[src/rtl/bpsk_rx_pkg.sv]
package bpsk_rx_pkg;
  typedef enum logic [2:0] {
    ST_IDLE,
    ST_TRAIN,
    ST_SOF_RISE,
    ST_WAIT_START,
    ST_DATA
  } rx_state_e;

  typedef enum logic [1:0] {
    CH_SOF_EOF,
    CH_BYTE,
    CH_BAD
  } char_kind_e;
endpackage

[src/rtl/bpsk_ref_acc.sv]
module bpsk_ref_acc #(
  parameter int SMP_W     = 8,
  parameter int ACC_W     = 13,
  parameter int TRAIN_LEN = 10,
  parameter int THRESH    = 24
) (
  input  logic                    clk_i,
  input  logic                    rst_ni,
  input  logic                    load_i,
  input  logic                    upd_i,
  input  logic signed [SMP_W-1:0] smp_i_i,
  input  logic signed [SMP_W-1:0] smp_q_i,
  output logic signed [ACC_W-1:0] ref_i_o,
  output logic signed [ACC_W-1:0] ref_q_o,
  output logic                    amp_ok_o,
  output logic                    match_o,
  output logic                    trained_o
);
  localparam int CNT_W = $clog2(TRAIN_LEN + 1);
  localparam int AMP_W = SMP_W + 2;

  logic signed [SMP_W:0] ext_i, ext_q;
  logic [SMP_W:0]        abs_i, abs_q;
  logic [AMP_W-1:0]      amp;
  logic signed [ACC_W:0] rext_i, rext_q;
  logic [ACC_W:0]        rabs_i, rabs_q;
  logic                  i_dom, s_pos_i, s_neg_i, s_pos_q, s_neg_q;
  logic                  r_pos_i, r_neg_i, r_pos_q, r_neg_q;
  logic [CNT_W-1:0]      cnt_q;

  always_comb begin
    ext_i  = (SMP_W+1)'(smp_i_i);
    ext_q  = (SMP_W+1)'(smp_q_i);
    abs_i  = ext_i[SMP_W] ? -ext_i : ext_i;
    abs_q  = ext_q[SMP_W] ? -ext_q : ext_q;
    amp    = {1'b0, abs_i} + {1'b0, abs_q};
    rext_i = (ACC_W+1)'(ref_i_o);
    rext_q = (ACC_W+1)'(ref_q_o);
    rabs_i = rext_i[ACC_W] ? -rext_i : rext_i;
    rabs_q = rext_q[ACC_W] ? -rext_q : rext_q;
  end

  assign amp_ok_o  = amp > AMP_W'(THRESH);
  assign i_dom     = rabs_i > rabs_q;
  assign s_neg_i   = smp_i_i[SMP_W-1];
  assign s_pos_i   = !smp_i_i[SMP_W-1] && |smp_i_i;
  assign s_neg_q   = smp_q_i[SMP_W-1];
  assign s_pos_q   = !smp_q_i[SMP_W-1] && |smp_q_i;
  assign r_neg_i   = ref_i_o[ACC_W-1];
  assign r_pos_i   = !ref_i_o[ACC_W-1] && |ref_i_o;
  assign r_neg_q   = ref_q_o[ACC_W-1];
  assign r_pos_q   = !ref_q_o[ACC_W-1] && |ref_q_o;
  assign match_o   = i_dom ? ((s_pos_i && r_pos_i) || (s_neg_i && r_neg_i))
                           : ((s_pos_q && r_pos_q) || (s_neg_q && r_neg_q));
  assign trained_o = cnt_q >= CNT_W'(TRAIN_LEN);

  always_ff @(posedge clk_i or negedge rst_ni) begin
    if (!rst_ni) begin
      ref_i_o <= '0;
      ref_q_o <= '0;
      cnt_q   <= '0;
    end else if (load_i) begin
      ref_i_o <= ACC_W'(smp_i_i);
      ref_q_o <= ACC_W'(smp_q_i);
      cnt_q   <= CNT_W'(1);
    end else if (upd_i && !trained_o) begin
      ref_i_o <= ref_i_o + ACC_W'(smp_i_i);
      ref_q_o <= ref_q_o + ACC_W'(smp_q_i);
      cnt_q   <= cnt_q + CNT_W'(1);
    end
  end

  AST_REF_FROZEN: assert property (@(posedge clk_i) disable iff (!rst_ni)
    (trained_o && !load_i) |=> ($stable(ref_i_o) && $stable(ref_q_o)));
endmodule

[src/rtl/bpsk_dot.sv]
module bpsk_dot #(
  parameter int SMP_W = 8,
  parameter int ACC_W = 13,
  parameter int DOT_W = 23
) (
  input  logic signed [SMP_W-1:0] smp_i_i,
  input  logic signed [SMP_W-1:0] smp_q_i,
  input  logic signed [ACC_W-1:0] ref_i_i,
  input  logic signed [ACC_W-1:0] ref_q_i,
  output logic signed [DOT_W-1:0] dot_o,
  output logic                    pos_o,
  output logic                    neg_o
);
  logic signed [DOT_W-1:0] p_i, p_q;

  always_comb begin
    p_i   = DOT_W'(smp_i_i) * DOT_W'(ref_i_i);
    p_q   = DOT_W'(smp_q_i) * DOT_W'(ref_q_i);
    dot_o = p_i + p_q;
  end

  assign neg_o = dot_o[DOT_W-1];
  assign pos_o = !dot_o[DOT_W-1] && |dot_o;
endmodule

[src/rtl/bpsk_char_asm.sv]
module bpsk_char_asm
  import bpsk_rx_pkg::*;
#(
  parameter int DOT_W  = 23,
  parameter int DATA_W = 8
) (
  input  logic                    clk_i,
  input  logic                    rst_ni,
  input  logic                    start_i,
  input  logic                    run_i,
  input  logic signed [DOT_W-1:0] dot_i,
  output logic                    done_o,
  output char_kind_e              kind_o,
  output logic [DATA_W-1:0]       data_o
);
  localparam int CHAR_W = DATA_W + 2;
  localparam int BC_W   = $clog2(CHAR_W);

  logic                    half_q;
  logic signed [DOT_W-1:0] first_q, bit_sum;
  logic [BC_W-1:0]         cnt_q;
  logic [CHAR_W-1:0]       sh_q, char_nx;
  logic                    bit_v;

  always_comb begin
    bit_sum = first_q + dot_i;
    bit_v   = !bit_sum[DOT_W-1] && |bit_sum;
    char_nx = {bit_v, sh_q[CHAR_W-1:1]};
  end

  assign done_o = run_i && half_q && (cnt_q == BC_W'(CHAR_W - 1));
  assign data_o = char_nx[CHAR_W-2:1];

  always_comb begin
    if (char_nx == '0)                             kind_o = CH_SOF_EOF;
    else if (!char_nx[0] && char_nx[CHAR_W-1])     kind_o = CH_BYTE;
    else                                           kind_o = CH_BAD;
  end

  always_ff @(posedge clk_i or negedge rst_ni) begin
    if (!rst_ni) begin
      half_q  <= 1'b0;
      first_q <= '0;
      cnt_q   <= '0;
      sh_q    <= '0;
    end else if (start_i) begin
      half_q  <= 1'b1;
      first_q <= dot_i;
      cnt_q   <= '0;
      sh_q    <= '0;
    end else if (run_i) begin
      if (!half_q) begin
        half_q  <= 1'b1;
        first_q <= dot_i;
      end else begin
        half_q <= 1'b0;
        sh_q   <= char_nx;
        cnt_q  <= done_o ? '0 : cnt_q + BC_W'(1);
      end
    end
  end

  AST_BITCNT_RANGE: assert property (@(posedge clk_i) disable iff (!rst_ni)
    cnt_q < BC_W'(CHAR_W));
endmodule

[src/rtl/bpsk_frame_rx.sv]
module bpsk_frame_rx
  import bpsk_rx_pkg::*;
#(
  parameter int SMP_W      = 8,
  parameter int DATA_W     = 8,
  parameter int TRAIN_LEN  = 10,
  parameter int THRESH     = 24,
  parameter int SOF_PRESET = 20,
  parameter int SOF_MIN    = 18,
  parameter int SOF_MAX    = 24
) (
  input  logic                    clk_i,
  input  logic                    rst_ni,
  input  logic                    smp_valid_i,
  input  logic signed [SMP_W-1:0] smp_i_i,
  input  logic signed [SMP_W-1:0] smp_q_i,
  output logic                    byte_valid_o,
  output logic [DATA_W-1:0]       byte_o,
  output logic                    eof_o,
  output logic                    sync_lost_o,
  output logic                    active_o
);
  localparam int ACC_W = SMP_W + $clog2(TRAIN_LEN) + 1;
  localparam int DOT_W = SMP_W + ACC_W + 2;
  localparam int SOF_W = $clog2(SOF_MAX + 2);

  rx_state_e               state_q, state_d;
  logic [SOF_W-1:0]        sof_q, sof_d, sof_inc;
  logic                    got_q, got_d;
  logic                    bv_d, eof_d, lost_d;
  logic [DATA_W-1:0]       byte_d;
  logic                    ref_load, ref_upd, asm_start, asm_run;
  logic signed [ACC_W-1:0] ref_i, ref_q;
  logic                    amp_ok, match, trained;
  logic signed [DOT_W-1:0] dot;
  logic                    dot_pos, dot_neg;
  logic                    ch_done;
  char_kind_e              ch_kind;
  logic [DATA_W-1:0]       ch_data;

  bpsk_ref_acc #(
    .SMP_W(SMP_W), .ACC_W(ACC_W), .TRAIN_LEN(TRAIN_LEN), .THRESH(THRESH)
  ) u_ref (
    .clk_i(clk_i), .rst_ni(rst_ni), .load_i(ref_load), .upd_i(ref_upd),
    .smp_i_i(smp_i_i), .smp_q_i(smp_q_i), .ref_i_o(ref_i), .ref_q_o(ref_q),
    .amp_ok_o(amp_ok), .match_o(match), .trained_o(trained)
  );

  bpsk_dot #(.SMP_W(SMP_W), .ACC_W(ACC_W), .DOT_W(DOT_W)) u_dot (
    .smp_i_i(smp_i_i), .smp_q_i(smp_q_i), .ref_i_i(ref_i), .ref_q_i(ref_q),
    .dot_o(dot), .pos_o(dot_pos), .neg_o(dot_neg)
  );

  bpsk_char_asm #(.DOT_W(DOT_W), .DATA_W(DATA_W)) u_asm (
    .clk_i(clk_i), .rst_ni(rst_ni), .start_i(asm_start), .run_i(asm_run),
    .dot_i(dot), .done_o(ch_done), .kind_o(ch_kind), .data_o(ch_data)
  );

  assign sof_inc = sof_q + SOF_W'(1);

  always_comb begin
    state_d   = state_q;
    sof_d     = sof_q;
    got_d     = got_q;
    byte_d    = byte_o;
    bv_d      = 1'b0;
    eof_d     = 1'b0;
    lost_d    = 1'b0;
    ref_load  = 1'b0;
    ref_upd   = 1'b0;
    asm_start = 1'b0;
    asm_run   = 1'b0;
    if (smp_valid_i) begin
      unique case (state_q)
        ST_IDLE: begin
          if (amp_ok) begin
            ref_load = 1'b1;
            state_d  = ST_TRAIN;
          end
        end
        ST_TRAIN: begin
          if (!amp_ok) begin
            lost_d  = 1'b1;
            state_d = ST_IDLE;
          end else if (match) begin
            ref_upd = 1'b1;
          end else if (!trained) begin
            lost_d  = 1'b1;
            state_d = ST_IDLE;
          end else begin
            // flip sample is first half of the first bit (SOF low or start bit)
            asm_start = 1'b1;
            got_d     = 1'b0;
            state_d   = ST_DATA;
          end
        end
        ST_DATA: begin
          asm_run = 1'b1;
          if (ch_done) begin
            unique case (ch_kind)
              CH_SOF_EOF: begin
                if (got_q) begin
                  eof_d   = 1'b1;
                  state_d = ST_IDLE;
                end else begin
                  sof_d   = SOF_W'(SOF_PRESET);
                  state_d = ST_SOF_RISE;
                end
              end
              CH_BYTE: begin
                bv_d    = 1'b1;
                byte_d  = ch_data;
                got_d   = 1'b1;
                state_d = ST_WAIT_START;
              end
              default: begin
                lost_d  = 1'b1;
                state_d = ST_IDLE;
              end
            endcase
          end
        end
        ST_WAIT_START: begin
          if (dot_neg) begin
            asm_start = 1'b1;
            state_d   = ST_DATA;
          end
        end
        ST_SOF_RISE: begin
          sof_d = sof_inc;
          if (dot_pos) begin
            if (sof_inc < SOF_W'(SOF_MIN)) begin
              lost_d  = 1'b1;
              state_d = ST_IDLE;
            end else begin
              got_d   = 1'b0;
              state_d = ST_WAIT_START;
            end
          end else if (sof_inc > SOF_W'(SOF_MAX)) begin
            lost_d  = 1'b1;
            state_d = ST_IDLE;
          end
        end
        default: state_d = ST_IDLE;
      endcase
    end
  end

  always_ff @(posedge clk_i or negedge rst_ni) begin
    if (!rst_ni) begin
      state_q      <= ST_IDLE;
      sof_q        <= '0;
      got_q        <= 1'b0;
      byte_o       <= '0;
      byte_valid_o <= 1'b0;
      eof_o        <= 1'b0;
      sync_lost_o  <= 1'b0;
    end else begin
      state_q      <= state_d;
      sof_q        <= sof_d;
      got_q        <= got_d;
      byte_o       <= byte_d;
      byte_valid_o <= bv_d;
      eof_o        <= eof_d;
      sync_lost_o  <= lost_d;
    end
  end

  assign active_o = (state_q == ST_WAIT_START) || (state_q == ST_DATA);

  AST_ONE_EVENT: assert property (@(posedge clk_i) disable iff (!rst_ni)
    $onehot0({byte_valid_o, eof_o, sync_lost_o}));
  AST_EVENT_PULSE: assert property (@(posedge clk_i) disable iff (!rst_ni)
    (byte_valid_o || eof_o || sync_lost_o) |=> !(byte_valid_o || eof_o || sync_lost_o));
  AST_EOF_AFTER_BYTE: assert property (@(posedge clk_i) disable iff (!rst_ni)
    eof_o |-> $past(got_q));
  AST_BYTE_ACTIVE: assert property (@(posedge clk_i) disable iff (!rst_ni)
    byte_valid_o |-> active_o);
  AST_LOST_IDLE: assert property (@(posedge clk_i) disable iff (!rst_ni)
    sync_lost_o |-> !active_o);
  AST_SOF_LIMIT: assert property (@(posedge clk_i) disable iff (!rst_ni)
    (state_q == ST_SOF_RISE) |-> (sof_q <= SOF_W'(SOF_MAX)));
  AST_HOLD_NO_VALID: assert property (@(posedge clk_i) disable iff (!rst_ni)
    !smp_valid_i |=> ($stable(state_q) && !byte_valid_o && !eof_o && !sync_lost_o));
endmodule

[config.mk]
export PLATFORM = sky130hd
export DESIGN_NAME = bpsk_frame_rx
export DESIGN_NICKNAME = d
export VERILOG_FILES = /design/src/rtl/bpsk_rx_pkg.sv /design/src/rtl/bpsk_ref_acc.sv /design/src/rtl/bpsk_dot.sv /design/src/rtl/bpsk_char_asm.sv /design/src/rtl/bpsk_frame_rx.sv
export SDC_FILE = /design/constraint.sdc
export NUM_CORES = 1
export LEC_CHECK = 0
export BUFFER_PORTS_ARGS = -buffer_cell sky130_fd_sc_hd__buf_4
export CAP_MARGIN = 20
export CORE_MARGIN = 2
export CORE_UTILIZATION = 55
export CTS_BUF_LIST = sky130_fd_sc_hd__clkbuf_2 sky130_fd_sc_hd__clkbuf_4 sky130_fd_sc_hd__clkbuf_8
export DETAILED_ROUTE_END_ITERATION = 10
export GPL_TIMING_DRIVEN = 0
export PLACE_DENSITY = 0.71
export SYNTH_ARGS = -nofsm -noshare
export SYNTH_HDL_FRONTEND = slang
export SYNTH_HIERARCHICAL = 1
export SYNTH_SLANG_ARGS = --single-unit
export TNS_END_PERCENT = 1
[constraint.sdc]
create_clock -name clk_i -period 22.9 [get_ports clk_i]
set_input_delay 3.435 -clock clk_i [delete_from_list [all_inputs] [get_ports clk_i]]
set_output_delay 3.435 -clock clk_i [all_outputs]
set_load 0.01 [all_outputs]
[Word-level counts from Yosys, hierarchy flattened]
Cells that the tools add are included.
Widths: inputs -> output; s select.
Word-level totals
  register bits after elaboration: 88
  latch bits: 0
  memory bits (writable): 0
  bits in read-only memories: 0
  input bits: 19
  output and inout bits: 12
  logic and storage cells: 183
  memories kept: 0
Operators by class
  $add $sub $neg: 12
  multiply operators: 2
  divide/modulo/power cells: 0
  order comparisons: 5
  equal/unequal tests: 20
  shift-type cells: 0
  mux-type cells: 84
  bitwise operators: 0
  reductions and logical operators: 46
Operators by type and width (number)
  $mux 23: 3
  $mux 13: 4
  $add 23x23->23: 2
  $reduce_or 23->1: 2
  $mux 1: 43
  $mul 8x13->21: 2
  $mux 10: 3
  $mux 14: 2
  $neg 13->14: 2
  $add 13x8->13: 2
  $reduce_or 13->1: 2
  $mux 3: 8
  $mux 4: 6
  $mux 9: 2
  $neg 8->9: 2
  $ne 2x2->1 const B: 8
  $reduce_or 8->1: 2
  $mux 5: 3
  $pmux 3 s5: 1
  $gt 14x14->1: 1
  $logic_and 1x1->1: 14
  $add 9x9->10: 1
  $gt 10x5->1 const B: 1
  $logic_not 10->1: 1
  other kinds (29): 52

[Logic depth before layout (Yosys ltp)]
  depth after elaboration: 14
  depth in mapped cells: 35
  depth with buffers taken out: 33

[Hierarchy]
The synthesis kept the hierarchy.
By module, submodules not included
  bpsk_dot: times used 1, cells each 864, area each 7930.1 um^2
  bpsk_ref_acc: times used 1, cells each 506, area each 3960.0 um^2
  bpsk_char_asm: times used 1, cells each 346, area each 3080.5 um^2
  bpsk_frame_rx: times used 1, cells each 142, area each 1267.5 um^2

[Worst setup path before layout]
Ideal clock, no wire load.
  path kind: in2reg
  start point: input smp_q_i[2]
  end point: register sof_q[2]
  library setup time: 0.065 ns
  data arrival time: 11.488 ns
  data required time: 22.835 ns
  path slack: 11.347 ns
  cell stages on the path: 34
  path buffers: 2
  path through: clkbuf_1 nand2_1 inv_1 fa_1 inv_1 fa_1 inv_1 fa_1 fa_1 fa_1 inv_1 fa_1 inv_1 ha_1 a21oi_1 nand2_1 a21o_1 a21oi_1 a21oi_4 xor2_1 ha_1 buf_2 o21a_1 or2_1 nor2b_1 a2111oi_0 o211ai_1 nor4_1 a21oi_1 nor4bb_1 a22oi_1 nor3b_2 o21a_1 o22a_1
On the way
  longest elaborated chain between the ends: 11
  elaborated cells on any way between the ends: 13
  classes of those cells: add/sub: 2; mul: 1; eq/ne: 1; mux: 2; reduce/logical: 7
RTL lines
  start, declared: line bpsk_frame_rx.sv:16  | input logic signed [SMP_W-1:0] smp_q_i,
  $mul 8x13->21 *: line bpsk_dot.sv:18  | p_q = DOT_W'(smp_q_i) * DOT_W'(ref_q_i);
  $add 23x23->23 *: line bpsk_dot.sv:19  | dot_o = p_i + p_q;
  net dot[19]: line bpsk_frame_rx.sv:35  | logic signed [DOT_W-1:0] dot;
  $add 23x23->23 *: line bpsk_char_asm.sv:26  | bit_sum = first_q + dot_i;
  $reduce_or 23->1 or $logic_not 1->1 (tied branches): line bpsk_char_asm.sv:27  | bit_v = !bit_sum[DOT_W-1] && |bit_sum;
  $logic_and 1x1->1 *: line bpsk_char_asm.sv:27
  parallel branches: the longest is 2 deep, another holds $logic_not 10->1
  $mux 2 *: line bpsk_char_asm.sv:35  | if (char_nx == '0) kind_o = CH_SOF_EOF;
  net ch_kind[0]: line bpsk_frame_rx.sv:38  | char_kind_e ch_kind;
  $logic_not 2->1 *: line bpsk_frame_rx.sv:100  | unique case (ch_kind)
  $ne 2x1->1 (no line) *
  $reduce_and 5->1 (no line) *
  end signal, assigned: line bpsk_frame_rx.sv:152  | sof_q <= '0;
  end signal, assigned: line bpsk_frame_rx.sv:160  | sof_q <= sof_d;
  end, declared: line bpsk_frame_rx.sv:28  | logic [SOF_W-1:0] sof_q, sof_d, sof_inc;
Mark *: on every way through the listed nets, which the timed path passes.
A chain may end at the register's enable or synchronous reset.

[Worst setup path in the final report]
Ends and elaborated chain as after synthesis.

==> metrics.md <==
| Metric | Value |
|---|---|
| Final hold vios | 0 |
| Final core utilization | 0.5953 |
| Status | completed |
| Hold-fix buffers, CTS | 0 |
| Post-synthesis simple-gate area fraction | 0.1784 |
| DRC violations left | 0 |
| Worst hold path startpoint | byte_o[4] |
| Worst EP arrival | 13580 ps |
| Seq/Total Area, Yosys | 0.1341 |
| Fin crit share | 0.5781 |
| XOR/XNOR Fraction of Synth Area | 0.04746 |
| Main synth FF type | dfrtp_1 |
| Worst setup SP type | primary input |
| 1st-pass router iterations | 5 |
| Row Count | 62 |
| Initial Util | 0.5627 |
| Share of the synthesized area in the top cell type | 0.2675 |
| Mapped Cells | 1858 |
| Netlist cell types | 95 |
| Count leader, synth | inv_1 |
| Min-Delay Path Depth | 2 |
| Area of the core | 28860 µm² |
| Commonest cells in the netlist | 285 x inv_1, 217 x fa_1, 207 x nand2_1 |
| # clock sinks | 87 |
| Unrepaired setup endpoints after global routing | false |
| Slew headroom | 0.2739 |
| Dpl cells | 2274 |
| Post-Route Setup TNS | 0 ps |
| TritonCTS clock tree | built |
| Nets | 2281 |
| FF+latch count, synth | 87 |
| # diodes | 0 |
| Adder-Cell Fraction of Synth Area | 0.3777 |
| Layout area overhead | 5.787% |
| R2r setup slk | 12270 ps |
| CTS H-tree depth | 3 |
| Most frequent CP cell | fa_1 |
| Skew final | 24.31 ps |
| Cell Area, Placed | 16970 µm² |
| Area of the die | 30910 µm² |
| Global-route wire length before repair | 68080 µm |
| Total gr overflow | 0 |
| Vias | 13387 |
| Wire per inst | 18.08 µm |
| I/O Buffers | 29 |
| Layout cells sized above 1 | 0.06765 |
| Design Area, Final | 17180 µm² |
| Yosys top cell by area | fa_1 |
| Total Routing Usage GR | 0.2770 |
| Post-synthesis mux area share | 0.02412 |
| Vias per Instance | 5.843 |
| WHS Endpoint | byte_o[4] |
| Post-synth EDFFs | 0 |
| Antenna-violating nets left | 0 |
| Critical path peak fanout | 10 |
| Synth area leaders | fa_1 27%, dfrtp_1 13%, ha_1 11%, inv_1 6.6%, nand2_1 4.8% |
| CP Class | in2reg |
| Max_cap viols | 0 |
| CTS buffer count | 9 |
| Largest net degree at the start of global routing | 69 |
| Post-Layout Cell Count | 2291 |
| Ys async rst share | 1.000 |
| Clk slew on worst S/H paths | 120 ps |
| Post-CTS sizing | 0 |
| Tightest Hold Check Type | reg2reg |
| Main combinational cell family by area after synthesis | adder cells |
| Die span in x | 175.8 µm |
| CP max stage delay | 770 ps |
| Routed wire length | 41430 µm |
| FF-to-FF End | sof_q[2] |
| Peak Freq | 75.53 MHz |
| Die H | 175.8 µm |
| Vias in the first global route | 13637 |
| Setup violations, final | 0 |
| Synth Area in Compound Gates | 0.1508 |
| Post-detail-place hpwl | 33090 µm |
| Filler cells | 2631 |
| Slew @ Worst Pin | 1075 ps |
| Average size of a mapped cell | 8.740 µm² |
| Antenna violations before repair | 0 |
| CP endpoint kind | register |
| CTS root buf | clkbuf_8 |
| Post-CTS setup buffers | 0 |
| Clk_lat worst skew | 390 ps |
| Clk buf depth | 2 |
| Final Wtd Congestion | 0.9439 |
| Slew Viols, Final | 0 |
| CP max-delay cell | nor4_1 |
| CP required | 23240 ps |
| Fin crit period | 13240 ps |
| Worst reg-to-reg path cell count | 30 |
| DR iter-0 viols | 1051 |
| Netlist Area Pre-Place | 16240 µm² |
| Reg2reg start | u_ref/ref_q_o[12] |
| Synth warn | 6 |
| I/O pin count | 31 |
state kept, by name, summed over array words and instances, names as in the netlist, 3 cells and up:
signal	flops
sof_q	5
u_ref/ref_q_o	13
state_q	3
byte_o	8
u_asm/first_q	23
u_asm/cnt_q	4
u_ref/cnt_q	4
u_asm/sh_q	9
u_ref/ref_i_o	13
through the flow:
| step | hold WS [ps] | worst slack, ps |
|---|---|---|
| finish | 489.1 | 9660 |
| detailed placement | 464.5 | 9413 |
| CTS | 494.5 | 9789 |
| global placement | 460.3 | 9445 |
| floorplan | 466.1 | 11350 |
| global route | 529.2 | 8910 |
metal layers:
layer  GRT usage  wire length [µm]  vias to the layer above
met3     0.02922              2121                       83
met1      0.3652             17850                     6666
met5           0                 0                        -
li1            -                 -                     6245
met2      0.4757             20080                      393
met4     0.09711              1378                        0
area by class of cell:
| class | count | area [µm²] | share of cell area |
|---|---|---|---|
| buffer | 71 | 335.3 | 0.01952 |
| clock buffer | 9 | 123.9 | 0.007211 |
| clock inverter | 7 | 75.07 | 0.004370 |
| inverter | 287 | 1077 | 0.06271 |
| multi-input combinational | 1415 | 12660 | 0.7368 |
| sequential | 87 | 2177 | 0.1267 |
| tap | 384 | 480.5 | 0.02797 |
| timing repair buffer | 31 | 252.7 | 0.01471 |
placed cells by master, fill, tap and decap left out, drive strengths merged, types with 11 or more instances in the layout:
master    n
a211oi   29
a21o     30
a21oi    94
a31oi    13
and2    102
buf      56
clkbuf   55
dfrtp    87
fa      217
ha      143
inv     289
mux2     25
mux2i    11
nand2   207
nand2b   35
nand3    20
nand4    18
nor2     88
nor3     34
nor3b    12
nor4     11
o211ai   12
o21ai    67
o31ai    19
xnor2    58
xor2     30
critical path: cells and delay by family:
kind | cells | cell delay (ps)
fa+ha+maj | 8 | 4070
compound gates | 11 | 2350
simple gates | 7 | 2200
buf+inv | 8 | 1010
xor+xnor | 1 | 480
how the worst max path moves through the flow:
stage                     startpoint  endpoint  cells after the start
after floorplan           smp_q_i[2]  sof_q[2]                     34
after global placement    smp_q_i[2]  sof_q[2]                     35
after detailed placement  smp_q_i[2]  sof_q[2]                     35
after CTS                 smp_q_i[2]  sof_q[2]                     35
after global routing      smp_q_i[2]  sof_q[2]                     35
final                     smp_q_i[2]  sof_q[2]                     35
logic make-up (layout without fill, tap and decap cells):
kind of cell | after synthesis | after routing
AOI/OAI and AO/OA | 354 | 354
xor gates and xnor gates | 88 | 88
buffers and inverters | 358 | 405
muxes | 36 | 36
other | 2 | 4
DFF | 87 | 87
adders and majority gates | 360 | 360
and+or+nand+nor | 573 | 573
Power is left out: the tool's default activity adds up to more than one toggle a clock period on the data nets, which glitch-free logic cannot reach.
